### src/rtl/nic_regfile_pkg.sv
package nic_regfile_pkg;

  typedef enum logic [4:0] {
    R_NONE,
    R_CMD,
    R_PSTART,
    R_PSTOP,
    R_BND,
    R_TPSR,
    R_TCNT_LO,
    R_TCNT_HI,
    R_ISR,
    R_RSA_LO,
    R_RSA_HI,
    R_RBC_LO,
    R_RBC_HI,
    R_RXCFG,
    R_TXCFG,
    R_DCFG,
    R_IMR,
    R_TSR,
    R_ZERO,
    R_MAC,
    R_CURPG,
    R_MCAST
  } reg_id_e;

  // command register fields
  localparam int CMD_STOP_BIT = 0;
  localparam int CMD_TX_BIT   = 2;
  localparam int CMD_DMA_LSB  = 3;
  localparam int CMD_PAGE_LSB = 6;

  // status bit positions
  localparam int ST_TX_BIT  = 1;
  localparam int ST_DMA_BIT = 6;
  localparam int ST_RST_BIT = 7;

  localparam logic [7:0] CMD_RESET_VAL = 8'h22;
  localparam logic [7:0] ST_RESET_VAL  = 8'h80;
  localparam logic [7:0] ST_IRQ_MASK   = 8'h7F;
  localparam logic [7:0] TSR_OK_VAL    = 8'h01;

endpackage

### src/rtl/nic_page_decode.sv
module nic_page_decode
  import nic_regfile_pkg::*;
#(
  parameter int AW          = 4,
  parameter int MAC_BYTES   = 6,
  parameter int MCAST_BYTES = 8,
  parameter int IDXW        = 3,
  parameter bit IS_WRITE    = 1'b0
) (
  input  logic [1:0]      page,
  input  logic [AW-1:0]   offset,
  output reg_id_e         id,
  output logic [IDXW-1:0] idx
);

  localparam int CURPG_OFF = MAC_BYTES + 1;
  localparam int MC_FIRST  = MAC_BYTES + 2;
  localparam int MC_LAST   = MAC_BYTES + 1 + MCAST_BYTES;

  logic [31:0]     off_i;
  reg_id_e         pg1_id;
  logic [IDXW-1:0] pg1_idx;

  assign off_i = 32'(offset);

  // page 1 is symmetric for reads and writes
  always_comb begin
    pg1_id  = R_NONE;
    pg1_idx = '0;
    if (off_i >= 32'd1 && off_i <= 32'(MAC_BYTES)) begin
      pg1_id  = R_MAC;
      pg1_idx = IDXW'(off_i - 32'd1);
    end else if (off_i == 32'(CURPG_OFF)) begin
      pg1_id = R_CURPG;
    end else if (off_i >= 32'(MC_FIRST) && off_i <= 32'(MC_LAST)) begin
      pg1_id  = R_MCAST;
      pg1_idx = IDXW'(off_i - 32'(MC_FIRST));
    end
  end

  generate
    if (IS_WRITE) begin : g_wr_map
      always_comb begin
        id  = R_NONE;
        idx = '0;
        if (off_i == 32'd0) begin
          id = R_CMD;
        end else begin
          case (page)
            2'd0: begin
              case (off_i)
                32'h1: id = R_PSTART;
                32'h2: id = R_PSTOP;
                32'h3: id = R_BND;
                32'h4: id = R_TPSR;
                32'h5: id = R_TCNT_LO;
                32'h6: id = R_TCNT_HI;
                32'h7: id = R_ISR;
                32'h8: id = R_RSA_LO;
                32'h9: id = R_RSA_HI;
                32'hA: id = R_RBC_LO;
                32'hB: id = R_RBC_HI;
                32'hC: id = R_RXCFG;
                32'hD: id = R_TXCFG;
                32'hE: id = R_DCFG;
                32'hF: id = R_IMR;
                default: id = R_NONE;
              endcase
            end
            2'd1: begin
              id  = pg1_id;
              idx = pg1_idx;
            end
            default: id = R_NONE;
          endcase
        end
      end
    end else begin : g_rd_map
      always_comb begin
        id  = R_NONE;
        idx = '0;
        if (off_i == 32'd0) begin
          id = R_CMD;
        end else begin
          case (page)
            2'd0: begin
              case (off_i)
                32'h3: id = R_BND;
                32'h4: id = R_TSR;
                32'h7: id = R_ISR;
                32'h8: id = R_RSA_LO;
                32'h9: id = R_RSA_HI;
                32'h1, 32'h2, 32'h5, 32'h6,
                32'hC, 32'hD, 32'hE, 32'hF: id = R_ZERO;
                default: id = R_NONE;
              endcase
            end
            2'd1: begin
              id  = pg1_id;
              idx = pg1_idx;
            end
            2'd2: begin
              case (off_i)
                32'h1: id = R_PSTART;
                32'h2: id = R_PSTOP;
                32'h4: id = R_TPSR;
                32'hC: id = R_RXCFG;
                32'hD: id = R_TXCFG;
                32'hE: id = R_DCFG;
                32'hF: id = R_IMR;
                default: id = R_NONE;
              endcase
            end
            default: id = R_NONE;
          endcase
        end
      end
    end
  endgenerate

endmodule

### src/rtl/nic_byte_bank.sv
module nic_byte_bank #(
  parameter int          N         = 6,
  parameter int          DW        = 8,
  parameter int          IDXW      = 3,
  parameter logic [7:0]  RESET_VAL = 8'h00
) (
  input  logic                clk,
  input  logic                rst,
  input  logic                we,
  input  logic [IDXW-1:0]     widx,
  input  logic [DW-1:0]       wdata,
  output logic [N-1:0][DW-1:0] q
);

  generate
    for (genvar i = 0; i < N; i++) begin : g_byte
      always_ff @(posedge clk) begin
        if (rst) begin
          q[i] <= DW'(RESET_VAL);
        end else if (we && (widx == IDXW'(i))) begin
          q[i] <= wdata;
        end
      end
    end
  endgenerate

endmodule

### src/rtl/nic_irq_ctrl.sv
module nic_irq_ctrl
  import nic_regfile_pkg::*;
#(
  parameter int DW = 8
) (
  input  logic          clk,
  input  logic          rst,
  input  logic          st_w1c,
  input  logic          mask_wr,
  input  logic [DW-1:0] wdata,
  input  logic          clr_rst_bit,
  input  logic          set_tx,
  input  logic          set_dma,
  output logic [DW-1:0] status,
  output logic [DW-1:0] mask,
  output logic          irq
);

  logic [DW-1:0] status_d;
  logic [DW-1:0] mask_d;

  always_comb begin
    status_d = status;
    if (st_w1c) begin
      status_d = status_d & ~(wdata & DW'(ST_IRQ_MASK));
    end
    if (clr_rst_bit) begin
      status_d[ST_RST_BIT] = 1'b0;
    end
    if (set_tx) begin
      status_d[ST_TX_BIT] = 1'b1;
    end
    if (set_dma) begin
      status_d[ST_DMA_BIT] = 1'b1;
    end
    mask_d = mask_wr ? wdata : mask;
  end

  always_ff @(posedge clk) begin
    if (rst) begin
      status <= DW'(ST_RESET_VAL);
      mask   <= '0;
      irq    <= 1'b0;
    end else begin
      status <= status_d;
      mask   <= mask_d;
      irq    <= |(status_d & mask_d & DW'(ST_IRQ_MASK));
    end
  end

endmodule

### src/rtl/nic_regfile.sv
module nic_regfile
  import nic_regfile_pkg::*;
#(
  parameter int DW          = 8,
  parameter int AW          = 4,
  parameter int MAC_BYTES   = 6,
  parameter int MCAST_BYTES = 8
) (
  input  logic            clk,
  input  logic            rst,
  input  logic            wr_en,
  input  logic            rd_en,
  input  logic [AW-1:0]   addr,
  input  logic [DW-1:0]   wdata,
  output logic [DW-1:0]   rdata,
  output logic            irq,
  output logic            acc_err,
  output logic            tx_req,
  output logic [DW-1:0]   tx_page,
  output logic [2*DW-1:0] tx_len
);

  localparam int BANK_MAX = (MAC_BYTES > MCAST_BYTES) ? MAC_BYTES : MCAST_BYTES;
  localparam int IDXW     = (BANK_MAX > 1) ? $clog2(BANK_MAX) : 1;

  reg_id_e         wr_id, rd_id;
  logic [IDXW-1:0] wr_idx, rd_idx;

  logic [DW-1:0]   cmd_q, pstart_q, pstop_q, bnd_q, tpsr_q, curpg_q;
  logic [DW-1:0]   rxcfg_q, txcfg_q, dcfg_q, tsr_q;
  logic [2*DW-1:0] tcnt_q, rsa_q, rbc_q;
  logic [DW-1:0]   isr_q, imr_q;

  logic [MAC_BYTES-1:0][DW-1:0]   mac_q;
  logic [MCAST_BYTES-1:0][DW-1:0] mcast_q;

  logic          cmd_wr, run_wr, tx_go, dma_go;
  logic [2:0]    dma_cmd;
  logic [DW-1:0] rd_val;

  nic_page_decode #(
    .AW(AW), .MAC_BYTES(MAC_BYTES), .MCAST_BYTES(MCAST_BYTES),
    .IDXW(IDXW), .IS_WRITE(1'b1)
  ) u_wr_dec (
    .page(cmd_q[CMD_PAGE_LSB +: 2]), .offset(addr), .id(wr_id), .idx(wr_idx)
  );

  nic_page_decode #(
    .AW(AW), .MAC_BYTES(MAC_BYTES), .MCAST_BYTES(MCAST_BYTES),
    .IDXW(IDXW), .IS_WRITE(1'b0)
  ) u_rd_dec (
    .page(cmd_q[CMD_PAGE_LSB +: 2]), .offset(addr), .id(rd_id), .idx(rd_idx)
  );

  // command decode
  assign cmd_wr  = wr_en && (wr_id == R_CMD);
  assign run_wr  = cmd_wr && !wdata[CMD_STOP_BIT];
  assign tx_go   = run_wr && wdata[CMD_TX_BIT];
  assign dma_cmd = wdata[CMD_DMA_LSB +: 3];
  assign dma_go  = run_wr && (dma_cmd >= 3'd1) && (dma_cmd <= 3'd3) && (rbc_q == '0);

  always_ff @(posedge clk) begin
    if (rst) begin
      cmd_q   <= DW'(CMD_RESET_VAL);
      pstart_q <= '0;
      pstop_q <= '0;
      bnd_q   <= '0;
      tpsr_q  <= '0;
      curpg_q <= '0;
      rxcfg_q <= '0;
      txcfg_q <= '0;
      dcfg_q  <= '0;
      tsr_q   <= '0;
      tcnt_q  <= '0;
      rsa_q   <= '0;
      rbc_q   <= '0;
      tx_req  <= 1'b0;
    end else begin
      tx_req <= tx_go;
      if (cmd_wr) begin
        cmd_q <= wdata;
        if (tx_go) begin
          cmd_q[CMD_TX_BIT] <= 1'b0;
        end
      end
      if (tx_go) begin
        tsr_q <= DW'(TSR_OK_VAL);
      end
      if (wr_en) begin
        case (wr_id)
          R_PSTART:  pstart_q <= wdata;
          R_PSTOP:   pstop_q <= wdata;
          R_BND:     bnd_q <= wdata;
          R_TPSR:    tpsr_q <= wdata;
          R_TCNT_LO: tcnt_q[DW-1:0] <= wdata;
          R_TCNT_HI: tcnt_q[2*DW-1:DW] <= wdata;
          R_RSA_LO:  rsa_q[DW-1:0] <= wdata;
          R_RSA_HI:  rsa_q[2*DW-1:DW] <= wdata;
          R_RBC_LO:  rbc_q[DW-1:0] <= wdata;
          R_RBC_HI:  rbc_q[2*DW-1:DW] <= wdata;
          R_RXCFG:   rxcfg_q <= wdata;
          R_TXCFG:   txcfg_q <= wdata;
          R_DCFG:    dcfg_q <= wdata;
          R_CURPG:   curpg_q <= wdata;
          default: ;
        endcase
      end
    end
  end

  nic_byte_bank #(
    .N(MAC_BYTES), .DW(DW), .IDXW(IDXW), .RESET_VAL(8'h00)
  ) u_mac (
    .clk(clk), .rst(rst), .we(wr_en && (wr_id == R_MAC)),
    .widx(wr_idx), .wdata(wdata), .q(mac_q)
  );

  nic_byte_bank #(
    .N(MCAST_BYTES), .DW(DW), .IDXW(IDXW), .RESET_VAL(8'hFF)
  ) u_mcast (
    .clk(clk), .rst(rst), .we(wr_en && (wr_id == R_MCAST)),
    .widx(wr_idx), .wdata(wdata), .q(mcast_q)
  );

  nic_irq_ctrl #(.DW(DW)) u_irq (
    .clk(clk), .rst(rst),
    .st_w1c(wr_en && (wr_id == R_ISR)),
    .mask_wr(wr_en && (wr_id == R_IMR)),
    .wdata(wdata),
    .clr_rst_bit(run_wr),
    .set_tx(tx_go),
    .set_dma(dma_go),
    .status(isr_q),
    .mask(imr_q),
    .irq(irq)
  );

  always_comb begin
    case (rd_id)
      R_CMD:    rd_val = cmd_q;
      R_PSTART: rd_val = pstart_q;
      R_PSTOP:  rd_val = pstop_q;
      R_BND:    rd_val = bnd_q;
      R_TPSR:   rd_val = tpsr_q;
      R_TSR:    rd_val = tsr_q;
      R_ISR:    rd_val = isr_q;
      R_IMR:    rd_val = imr_q;
      R_RSA_LO: rd_val = rsa_q[DW-1:0];
      R_RSA_HI: rd_val = rsa_q[2*DW-1:DW];
      R_RXCFG:  rd_val = rxcfg_q;
      R_TXCFG:  rd_val = txcfg_q;
      R_DCFG:   rd_val = dcfg_q;
      R_CURPG:  rd_val = curpg_q;
      R_MAC:    rd_val = mac_q[rd_idx];
      R_MCAST:  rd_val = mcast_q[rd_idx];
      default:  rd_val = '0;
    endcase
  end

  always_ff @(posedge clk) begin
    if (rst) begin
      rdata   <= '0;
      acc_err <= 1'b0;
    end else begin
      if (rd_en) begin
        rdata <= rd_val;
      end
      acc_err <= (wr_en && (wr_id == R_NONE)) || (rd_en && (rd_id == R_NONE));
    end
  end

  assign tx_page = tpsr_q;
  assign tx_len  = tcnt_q;

endmodule

### config.mk
export PLATFORM = sky130hd
export DESIGN_NAME = nic_regfile
export DESIGN_NICKNAME = d
export VERILOG_FILES = /design/src/rtl/nic_regfile_pkg.sv /design/src/rtl/nic_page_decode.sv /design/src/rtl/nic_byte_bank.sv /design/src/rtl/nic_irq_ctrl.sv /design/src/rtl/nic_regfile.sv
export SDC_FILE = /design/constraint.sdc
export NUM_CORES = 1
export LEC_CHECK = 0
export BUFFER_PORTS_ARGS = -buffer_cell sky130_fd_sc_hd__buf_2
export CAP_MARGIN = 20
export CELL_PAD_IN_SITES_DETAIL_PLACEMENT = 1
export CELL_PAD_IN_SITES_GLOBAL_PLACEMENT = 1
export CORE_UTILIZATION = 52
export CTS_CLUSTER_DIAMETER = 60
export DETAILED_ROUTE_END_ITERATION = 7
export HOLD_SLACK_MARGIN = 0.15
export PLACE_DENSITY_LB_ADDON = 0.25
export SLEW_MARGIN = 20
export SYNTH_ARGS = -nofsm -noshare
export SYNTH_HDL_FRONTEND = slang
export SYNTH_SLANG_ARGS = --single-unit
### constraint.sdc
create_clock -name clk -period 7.4 [get_ports clk]
set_clock_uncertainty 0.05 [all_clocks]
set_input_delay 1.48 -clock clk [delete_from_list [all_inputs] [get_ports clk]]
set_output_delay 1.48 -clock clk [all_outputs]
set_load 0.05 [all_outputs]
After elaboration in Yosys (flattened, before gate mapping)
Memories as Yosys holds them, arrays and structs flattened.
Cells that the tools add are included.
Operators by class
  multiplexer cells: 24
  equality and inequality tests: 52
  reductions and logical operators: 51
  bitwise gates (word level): 3
  $lt $le $gt $ge: 7
  $add $sub $neg: 2
Operators by type and width (number)
  $pmux 8 s16: 1
  $eq 5x4->1 const B: 14
  $bmux 8 s3: 2
  $eq 5x5->1 const B: 9
  $pmux 5 s7: 1
  $logic_not 32->1: 1
  $mux 8: 4
  $eq 5x3->1 const B: 6
  $logic_and 1x1->1: 28
  $reduce_and 2->1: 14
  $mux 5: 5
  $eq 5x2->1 const B: 4
  $eq 4x4->1 const B: 4
  $logic_not 16->1: 1
  $mux 3: 5
  $pmux 5 s3: 1
  $eq 3x3->1 const B: 4
  $eq 5x1->1 const B: 2
  $logic_not 5->1: 2
  $pmux 5 s2: 1
  $and 8x8->8: 1
  $eq 4x3->1 const B: 2
  $not 7->8: 1
  $and 7x7->7: 1
  20 further kinds: 25
Word-level totals
  output and inout bits: 35
  word-level logic and storage cells: 177
  register bits after elaboration: 260
  memory bits (read-only): 160
  memories kept: 2
Memory list
  (no name shown): depth 16, bits a word 5, rd ports 1, clocked after memory_dff 0, wr ports 0, line nic_page_decode.sv:87  | case (off_i)
  (no name shown): depth 16, bits a word 5, rd ports 1, clocked after memory_dff 0, wr ports 0, line nic_page_decode.sv:51  | case (off_i)

Depth between registers and ports, before layout
Gate-level depths: netlist (run 1).
  word-level depth: 16
  depth in mapped cells: 15
  gate-level depth less buffers: 11

Hierarchy
Synthesis (run 1) repeated with hierarchy kept, for this count alone.
Second synthesis, totals
  cells, all modules: 1323
  area total of the unflattened synthesis: 12483.2 um^2
By module, submodules not included
  nic_regfile: area each 6817.8 um^2, cells each 745, instances 1, sequential area each 2622.5 um^2
  nic_byte_bank (u_mcast): area each 2348.5 um^2, cells each 223, instances 1, sequential area each 1281.2 um^2
  nic_byte_bank (u_mac): area each 1934.4 um^2, cells each 172, instances 1, sequential area each 960.9 um^2
  nic_irq_ctrl: area each 613.1 um^2, cells each 64, instances 1, sequential area each 340.3 um^2
  nic_page_decode (u_rd_dec): area each 437.9 um^2, cells each 67, instances 1, sequential area each 0.0 um^2
  nic_page_decode (u_wr_dec): area each 331.6 um^2, cells each 52, instances 1, sequential area each 0.0 um^2

Least setup slack after synthesis (run 1)
No wires, ideal clock.
  path kind: input port to flip-flop
  from: input addr[1]
  to: register rdata[0]
  required time: 7.221 ns
  path slack: 3.226 ns
  arrival time: 3.995 ns
  stages on the path: 12
  cell sequence: buf_2 > inv_1 > ha_1 > buf_4 > or3b_4 > o21ai_4 > a2bb2oi_2 > nor4_4 > a32o_1 > or4_1 > a211oi_1 > a31oi_1
Between the ends
  cells in the longest elaborated chain, start to end: 10
  elaborated cells between the ends (all ways): 50
Ends and longest elaborated chain
  start, declared: line nic_regfile.sv:13  | input logic [AW-1:0] addr,
  $ge 4x4->1 / $le 4x4->1 (equally long branches): line nic_page_decode.sv:35  | end else if (off_i >= 32'(MC_FIRST) && off_i <= 32'(MC_LAST)) begin
  $logic_and 1x1->1: line nic_page_decode.sv:35
  $mux 3: line nic_page_decode.sv:35
  $mux 3: line nic_page_decode.sv:33  | end else if (off_i == 32'(CURPG_OFF)) begin
  $mux 3: line nic_page_decode.sv:30  | if (off_i >= 32'd1 && off_i <= 32'(MAC_BYTES)) begin
  $mux 3: line nic_page_decode.sv:85  | case (page)
  $mux 3: line nic_page_decode.sv:82  | if (off_i == 32'd0) begin
  $bmux 8 s3, on equally long branches: line nic_regfile.sv:155, nic_regfile.sv:154
  $mux 8, on equally long branches: line nic_regfile.sv:155, nic_regfile.sv:154
  $pmux 8 s16 (*): line nic_regfile.sv:139  | case (rd_id)
  end signal, assigned: line nic_regfile.sv:166  | rdata <= rd_val;
  end, declared: line nic_regfile.sv:15  | output logic [DW-1:0] rdata,
Mark *: on every way between the ends. The rest lies on a longest branch, timed or not. The select of a mux whose other input is x is not followed.
A chain may end at the register's enable or synchronous reset.

Final worst setup path (run 1)
  from: input addr[1]
  to: register rdata[5]
Same word-level chain as after synthesis.

==> qor.yml, run 1 <==
die-area_mm2: 0.0246
multi_input_area_mm2: 0.00675
power_density_mw_per_mm2: 225
worstSetupPathType: "input pin to flip-flop"
synthCells: 1391
seqCellArea_mm2: 0.00520
maxSlewHeadroom: 0.266
remaining_drc_errors: 0
critPathMaxFanout: 27
viasPerCell: 6.31
synth_cell_types: 96
wl_per_cell_um: 24.8
core_area_mm2: 0.0235
clockRootBuffer: "clkbuf_16"
synth_top_area_share: 0.418
maxCapViolCount: 0
fin_crit_sh: 0.716
period_minus_slack_ps: 5300
finalSetupTns_ps: 0
grt_pass1_vias: 10900
design_area_mm2: 0.0137
drtIter0Drc: 890
grt_max_degree: 104
synth_area_leader_cell: "dfxtp_1"
cp.arrival_ps: 5650
io_buffers: 50
drtAntennaViolNets: 0
grt_usage: 0.352
grt_pass1_wl_mm: 65.3
async_flop_share: 0
synthToLayoutAreaGrowth_pct: 9.62
clockBufferDepth: 3
htree_num_levels: 1
vias: 10900
r2r_slack_ps: 2940
cts_hold_buf: 0
rows: 56
grt_antenna_before_repair: 1
hold_class: "flip-flop to flip-flop"
fp.dieW_um: 157
cts_tree: "built"
diodes: 0
clkTransAtPathRegs_ps: 60
globalplace.congestion: 0.976
nets: 1408
dpl_cell_area_mm2: 0.0128
p_leak_nw: 6.28
die_y_um: 157
drive_gt1_frac: 0.119
cts_buffers: 28
slew_violations: 0
overflow: 0
synthTopCellsByArea: "dfxtp_1, mux2i_1, nor2_1"
ir_drop_mv: 0.180
status: "finished clean"
finalSetupViolCount: 0
synth-seq-cells: 260
io-pin-count: 51
synth-edff-count: 0
ctsResizeCount: 0
ys.flop_type: "dfxtp_1"
yosys-top-cells-count: "dfxtp_1, mux2i_1, nor2_1, nand2_1, nand3_1"
num-fill-cells: 2737
worst_slew_pin_slew_ps: 1090
dr.pass1.iters: 5
seq_area_frac_synth: 0.418
yosys.cell_count.top_type: "dfxtp_1"
netlist_area_mm2: 0.0125
fin_worst_hold_slack_ps: 406
crit_path_end_kind: "flip-flop"
post_cts_buffers: 0
postSynthAreaPerCell_um2: 8.96
required_ps: 7760
clk_latency_ps: 550
fmax_mhz: 189
synth_nets: 1414
rsz0062_at_grt: "false"
crit_path_start_kind: "input pin"
clock_sinks: 260
hold_viol_final: 0
wl_mm: 42.7
hpwl_mm: 28.0
ys_warn_count: 0
initial_utilization: 0.531
report_power, final:
part	switching (mW)	total (mW)	internal [mW]
Combinational	0.225	0.300	0.0752
Clock	0.576	1.35	0.776
Sequential	0.00986	1.42	1.41
critical path, cell delays in order:
cell	delay (ps)
buf_2	220
inv_1	110
ha_1	370
nor2_1	330
a22o_1	660
nand2_2	650
mux2i_1	330
o22ai_1	130
a2111oi_0	870
and4b_1	380
a211oi_1	90
flip-flops by register name, indices dropped and copies added (netlist names), 8 cells and up:
signal	count
u_mcast.q	64
rdata	8
txcfg_q	8
cmd_q	8
tx_len	16
rsa_q	16
tx_page	8
curpg_q	8
rbc_q	16
rxcfg_q	8
u_irq.mask	8
bnd_q	8
dcfg_q	8
u_mac.q	48
pstart_q	8
pstop_q	8
u_irq.status	8
routing by layer:
layer,vias to the layer above,global-route usage,part of all wire
met1,5455,0.466,0.43
met4,2,0.159,0.043
met5,-,0,0.00028
met2,377,0.549,0.45
li1,4925,-,-
met3,108,0.0742,0.076
logic make-up (layout without fill, tap and decap cells):
group,Yosys count,count (layout),synth area share
multiplexers,231,231,0.193
flip-flops,260,260,0.418
buffers and inverters,116,129,0.0428
AND/OR/NAND/NOR,553,553,0.211
adder cells (fa/ha/maj),7,7,0.00702
XOR/XNOR,1,1,0.000703
AO/OA/AOI/OAI,223,223,0.128
area by class of cell:
cell class	count	area share
clock inverter	5	0.00293
timing repair buffer	67	0.0281
sequential	260	0.381
clock buffer	44	0.0615
multi-input combinational	1015	0.494
inverter	13	0.00357
tap	319	0.0292
worst paths after layout:
check	start	to	depth (start not counted)
setup / recovery	addr[1]	rdata[5]$_SDFFE_PP0P_	11
hold / removal	u_mac.q[14]$_SDFFE_PP0P_	u_mac.q[14]$_SDFFE_PP0P_	2
setup reg to reg	cmd_q[6]$_SDFFE_PP0N_	rdata[5]$_SDFFE_PP0P_	9
hold reg to reg	u_mac.q[14]$_SDFFE_PP0P_	u_mac.q[14]$_SDFFE_PP0P_	2
per-stage QoR:
step,std cells,utilization,worst slack (ps),power [mW]
4_1_cts,1723,0.582,2300,3.08
3_5_place_dp,1674,0.544,1720,1.74
5_1_grt,1723,0.582,2010,3.16
6_report,1723,0.582,2100,3.07
2_1_floorplan,1391,-,3230,1.65
3_3_place_gp,1674,0.544,1790,1.74
cells in the final DEF (no fill, tap or decap), drive strengths merged, types with 7 or more instances in the layout:
master	count
o21ai	33
a22oi	13
nand2b	7
inv	14
and2	12
nand4	10
buf	67
nand3	96
nor3	12
a211oi	18
nor4	11
a221oi	8
nand2	172
mux2i	217
o211ai	17
mux4	7
a31oi	8
mux2	7
ha	7
a21oi	56
a32o	7
nor2	192
clkbuf	44
dfxtp	260
(Power assumes the default switching activity.)
==> run 2, diff against run 1 <==
--- a/config.mk
+++ b/config.mk
@@ -5,11 +5,12 @@
 export SDC_FILE = /design/constraint.sdc
 export NUM_CORES = 1
 export LEC_CHECK = 0
+export ABC_AREA = 1
 export BUFFER_PORTS_ARGS = -buffer_cell sky130_fd_sc_hd__buf_2
 export CAP_MARGIN = 20
 export CELL_PAD_IN_SITES_DETAIL_PLACEMENT = 1
 export CELL_PAD_IN_SITES_GLOBAL_PLACEMENT = 1
-export CORE_UTILIZATION = 52
+export CORE_UTILIZATION = 45
 export CTS_CLUSTER_DIAMETER = 60
 export DETAILED_ROUTE_END_ITERATION = 7
 export HOLD_SLACK_MARGIN = 0.15
==> constraint.sdc (replaced) <==
create_clock -name clk -period 5 [get_ports clk]
set_clock_uncertainty 0.05 [all_clocks]
set_input_delay 1 -clock clk [delete_from_list [all_inputs] [get_ports clk]]
set_output_delay 1 -clock clk [all_outputs]
set_load 0.05 [all_outputs]
==> qor.yml, run 2 <==
postSynthAreaPerCell_um2: 7.00
largest_reg_flops: 64
finalSetupViolCount: 0
grt_pass1_wl_mm: 67.0
startpoint: "addr[0]"
hold_class: "flip-flop to flip-flop"
reg2reg_depth: 16
fmax_mhz: 270
clockBufferDepth: 3
seq_area_frac_synth: 0.421
required_ps: 5390
grt_pass1_vias: 12000
synth_nets: 1788
synth_cell_types: 44
drive_gt1_frac: 0.123
wl_per_cell_um: 20.0
power_density_mw_per_mm2: 358
overflow: 0
drtIter0Drc: 725
synth_top_area_share: 0.421
slew_violations: 0
status: "finished clean"
maxCapViolCount: 0
critPathMaxFanout: 31
grt_antenna_before_repair: 0
hold_viol_final: 0
synthToLayoutAreaGrowth_pct: 10.7
synth_area_leader_cell: "dfxtp_1"
ctsResizeCount: 0
worstSetupPathType: "input pin to flip-flop"
worst_slew_pin_slew_ps: 1110
synthTopCellsByArea: "dfxtp_1, nand2_1, a21oi_1"
dr.pass1.iters: 5
synth-seq-cells: 260
clkTransAtPathRegs_ps: 60
period_minus_slack_ps: 3710
htree_num_levels: 1
final_common_cell: "nand2_1"
ir_drop_mv: 0.254
yosys-top-cells-count: "nand2_1, dfxtp_1, a21oi_1, o21ai_0, inv_1"
wl_mm: 42.4
finalWorstSetupSlack_ps: 1290
ys_warn_count: 0
vias: 11900
crit_path_end: "u_mac.q[0]$_SDFFE_PP0P_"
io-pin-count: 51
final_cell_mix: "nand2_1, dfxtp_1, a21oi_1, o21ai_0, inv_1"
rows: 60
async_flop_share: 0
netlist_area_mm2: 0.0124
finalSetupTns_ps: 0
viasPerCell: 5.59
core_area_mm2: 0.0270
drtAntennaViolNets: 0
grt_max_degree: 105
synth-edff-count: 0
p_leak_nw: 6.29
cts_tree: "built"
clockRootBuffer: "clkbuf_16"
fin_crit_sh: 0.741
clock_sinks: 260
hold_start: "u_mac.q[37]$_SDFFE_PP0P_"
die_y_um: 168
cts_buffers: 31
yosys.cell_count.top_type: "nand2_1"
nets: 1783
crit_path_end_kind: "flip-flop"
fp.dieW_um: 168
synthCells: 1765
r2r_slack_ps: 1680
grt_usage: 0.304
io_buffers: 50
remaining_drc_errors: 0
maxSlewHeadroom: 0.262
crit_path_start_kind: "input pin"
regToRegStartpoint: "cmd_q[6]$_SDFFE_PP0N_"
cts_hold_buf: 0
clk_latency_ps: 570
die-area_mm2: 0.0281
rsz0062_at_grt: "false"
cp.arrival_ps: 4100
post_cts_buffers: 0
globalplace.congestion: 0.925
power_mw: 4.89
top_regs: "u_mcast.q (64), u_mac.q (48)"
post-place-ws_ps: 774
initial_utilization: 0.458
top_register: "u_mcast.q"
ys.flop_type: "dfxtp_1"
hpwl_mm: 28.0
r2r-end: "rdata[4]$_SDFFE_PP0P_"
diodes: 0
==> run 2: cell count changes after synthesis, sizes merged, moves of 21 or more <==
| cell | before | now |
|---|---|---|
| a21oi | 56 | 215 |
| o21ai | 33 | 227 |
| nand3 | 96 | 120 |
| buf | 33 | 54 |
| nand2 | 172 | 445 |
| mux2i | 217 | 0 |
| nor2 | 192 | 149 |
| inv | 13 | 159 |
==> run 2: power breakdown <==
group	switching (mW)	internal (mW)	total (mW)	leakage [nW]
registers	0.0227	2.11	2.14	2.10
logic	0.422	0.116	0.537	3.71
clock network	0.909	1.31	2.22	0.486
total	1.35	3.54	4.89	6.29
==> run 2: cell families after synthesis <==
kind of cell | Yosys count | synth area share
flops | 260 | 0.421
compound gates | 482 | 0.206
buf+inv | 271 | 0.0913
simple gates | 745 | 0.274
fa+ha+maj | 7 | 0.00709
==> run 2: worst min path at each step <==
stage	endpoint	slack, ps	depth (start not counted)
2_1_floorplan	u_mac.q[33]$_SDFFE_PP0P_	370	2
3_3_place_gp	u_mac.q[37]$_SDFFE_PP0P_	380	2
3_5_place_dp	u_mac.q[37]$_SDFFE_PP0P_	390	2
4_1_cts	u_mac.q[37]$_SDFFE_PP0P_	400	2
5_1_grt	u_mac.q[37]$_SDFFE_PP0P_	430	2
6_report	u_mac.q[37]$_SDFFE_PP0P_	400	2
==> run 2: through the flow <==
step,instances,instance area [µm²],util,hold WS [ps]
floorplan,1765,12400,-,374
global placement,2068,12700,0.470,383
detailed placement,2068,12700,0.470,392
CTS,2123,13700,0.507,401
global route,2123,13700,0.507,427
finish,2123,13700,0.507,398
==> run 2: routing by layer <==
layer,vias up,share of wire,track usage
li1,5763,-,-
met1,5770,0.44,0.383
met2,254,0.48,0.524
met3,83,0.042,0.0414
met4,0,0.038,0.118
met5,-,0,0
==> run 2: cell type report <==
cell class | count | area, µm²
Fill cell | 3498 | 13300
Clock buffer | 42 | 867
Timing Repair Buffer | 69 | 405
Multi-Input combinational cell | 1234 | 6020
Clock inverter | 13 | 130
Inverter | 164 | 618
Sequential cell | 260 | 5200
Tap cell | 341 | 427
==> run 2: critical path: stages <==
cell and delay (ps):
buf_2 140, inv_1 100, ha_1 280, inv_1 100, nor2_2 170, inv_2 190, nand3_1 200, inv_2 60
nand2_2 500, nand2_1 340, nor2_2 260, nand2_1 340, o21ai_0 340, a21oi_1 60
==> run 3, diff against run 2 <==
--- a/config.mk
+++ b/config.mk
@@ -10,7 +10,7 @@
 export CAP_MARGIN = 20
 export CELL_PAD_IN_SITES_DETAIL_PLACEMENT = 1
 export CELL_PAD_IN_SITES_GLOBAL_PLACEMENT = 1
-export CORE_UTILIZATION = 45
+export CORE_UTILIZATION = 41
 export CTS_CLUSTER_DIAMETER = 60
 export DETAILED_ROUTE_END_ITERATION = 7
 export HOLD_SLACK_MARGIN = 0.15
==> constraint.sdc (replaced) <==
create_clock -name clk -period 3.2 [get_ports clk]
set_clock_uncertainty 0.05 [all_clocks]
set_input_delay 0.64 -clock clk [delete_from_list [all_inputs] [get_ports clk]]
set_output_delay 0.64 -clock clk [all_outputs]
set_load 0.05 [all_outputs]
==> qor.yml, run 3 (synthesis gave the netlist of run 2 again) <==
critPathMostFrequentCell: "nand2_1"
slew_violations: 0
regToRegStartpoint: "cmd_q[6]$_SDFFE_PP0N_"
path_buf_inv: 2
nets: 1842
cts_buffers: 30
drtAntennaViolNets: 0
die-area_mm2: 0.0308
rows: 63
hold_start: "u_mac.q[24]$_SDFFE_PP0P_"
remaining_drc_errors: 0
io_buffers: 50
crit_path_start_kind: "flip-flop"
htree_num_levels: 1
grt_max_degree: 86
reg2reg_depth: 14
period_minus_slack_ps: 2890
globalplace.congestion: 0.893
grt_pass1_vias: 12600
initial_utilization: 0.417
fin_crit_sh: 0.903
dr.pass1.iters: 5
synthToLayoutAreaGrowth_pct: 17.0
r2r_slack_ps: 310
hpwl_mm: 30.8
hold_viol_final: 0
fmax_mhz: 346
r2r-end: "rdata[2]$_SDFFE_PP0P_"
core_area_mm2: 0.0296
diodes: 0
clkTransAtPathRegs_ps: 60
vias: 12100
required_ps: 3630
io-pin-count: 51
overflow: 0
clockRootBuffer: "clkbuf_16"
wl_mm: 44.7
maxCapViolCount: 0
holdPathEnd: "u_mac.q[24]$_SDFFE_PP0P_"
power_mw: 8.15
finish.utilization: 0.488
cp.arrival_ps: 3320
grt_pass1_wl_mm: 71.1
post_cts_buffers: 0
maxSlewHeadroom: 0.460
cts_hold_buf: 0
cp_top_family: "simple AND/OR/NAND/NOR gates"
final_cell_mix: "nand2_1, dfxtp_1, a21oi_1, o21ai_0, inv_1"
largest_reg_flops: 64
critPathMaxFanout: 17
ctsResizeCount: 0
max_stage_delay_ps: 430
drive_gt1_frac: 0.152
final_common_cell: "nand2_1"
top_register: "u_mcast.q"
cts_tree: "built"
min_delay_path_depth: 2
crit_path_end_kind: "flip-flop"
status: "finished clean"
clk_latency_ps: 560
top_regs: "u_mcast.q (64), u_mac.q (48)"
drtIter0Drc: 773
p_leak_nw: 6.70
power_density_mw_per_mm2: 564
rsz0062_at_grt: "false"
wl_per_cell_um: 20.0
viasPerCell: 5.44
fp.dieW_um: 176
clockBufferDepth: 3
fin_worst_hold_slack_ps: 403
die_y_um: 176
cp_cell_sequence: "inv_2 > nor2_4 > nand2_1 > nand3_1 > nor2_4 > o21ai_4 > nand3_1 > inv_2 > nand2_1 > nand2_1 > nor2_1 > nand2_1 > nand2_1 > a21oi_1"
ir_drop_mv: 0.404
clock_sinks: 260
grt_antenna_before_repair: 0
worst_slew_pin_slew_ps: 808
critical_path.slowest_cell: "dfxtp_1"
hold_class: "flip-flop to flip-flop"
grt_usage: 0.296
finalSetupViolCount: 0
worstSetupPathType: "flip-flop to flip-flop"
run 3: cell count changes in the layout (fill, tap and decap cells not counted), sizes merged:
cell | before | now
buf | 69 | 129
bufinv | 2 | 7
clkinv | 11 | 9
clkinvlp | 3 | 1
clkbuf | 42 | 41
inv | 161 | 162
run 3: layout make-up:
type                            count  area [µm²]
Fill cell                        3858       15200
Sequential cell                   260        5200
Timing Repair Buffer              129         996
Clock buffer                       41         863
Tap cell                          390         488
Multi-Input combinational cell   1234        6020
Clock inverter                     15         260
Inverter                          164         618
run 3: worst max-delay path by stage:
stage          depth (start not counted)                  start                    end
3_5_place_dp                          19                addr[0]  rdata[2]$_SDFFE_PP0P_
4_1_cts                               14  cmd_q[6]$_SDFFE_PP0N_  rdata[2]$_SDFFE_PP0P_
3_3_place_gp                          19                addr[0]  rdata[7]$_SDFFE_PP0P_
2_1_floorplan                         18                addr[0]  rdata[5]$_SDFFE_PP0P_
6_report                              14  cmd_q[6]$_SDFFE_PP0N_  rdata[2]$_SDFFE_PP0P_
5_1_grt                               14  cmd_q[6]$_SDFFE_PP0N_  rdata[3]$_SDFFE_PP0P_
run 3: worst reg2reg max path: cells and delay by family, from the launching register on:
family,cells,cell delay (ps)
buffers and inverters,2,310
AO/OA/AOI/OAI,2,580
AND/OR/NAND/NOR,10,1440
flip-flops,1,430
run 3: where the power goes:
group	switching [mW]	total, mW	internal [mW]
Sequential	0.0361	3.34	3.30
Clock	1.44	3.89	2.45
Combinational	0.672	0.929	0.257
Total	2.14	8.15	6.01
run 3: stage by stage:
| step | cells | TNS (ps) | setup WS (ps) | cell area, µm² |
|---|---|---|---|---|
| after global routing | 2233 | 0 | 121 | 14400 |
| after detailed placement | 2177 | -750 | -135 | 13300 |
| after CTS | 2233 | 0 | 346 | 14400 |
| after global placement | 2177 | -247 | -64.3 | 13300 |
| after floorplan | 1765 | 0 | 639 | 12400 |
| final | 2233 | 0 | 311 | 14400 |
run 3: layer usage:
metal,vias to the layer above,part of all wire,GRT usage,wire length (µm)
met4,0,0.035,0.107,1580
met5,-,0,0,0
met1,5889,0.44,0.370,19500
met3,96,0.039,0.0307,1760
li1,5887,-,-,-
met2,269,0.49,0.524,21900
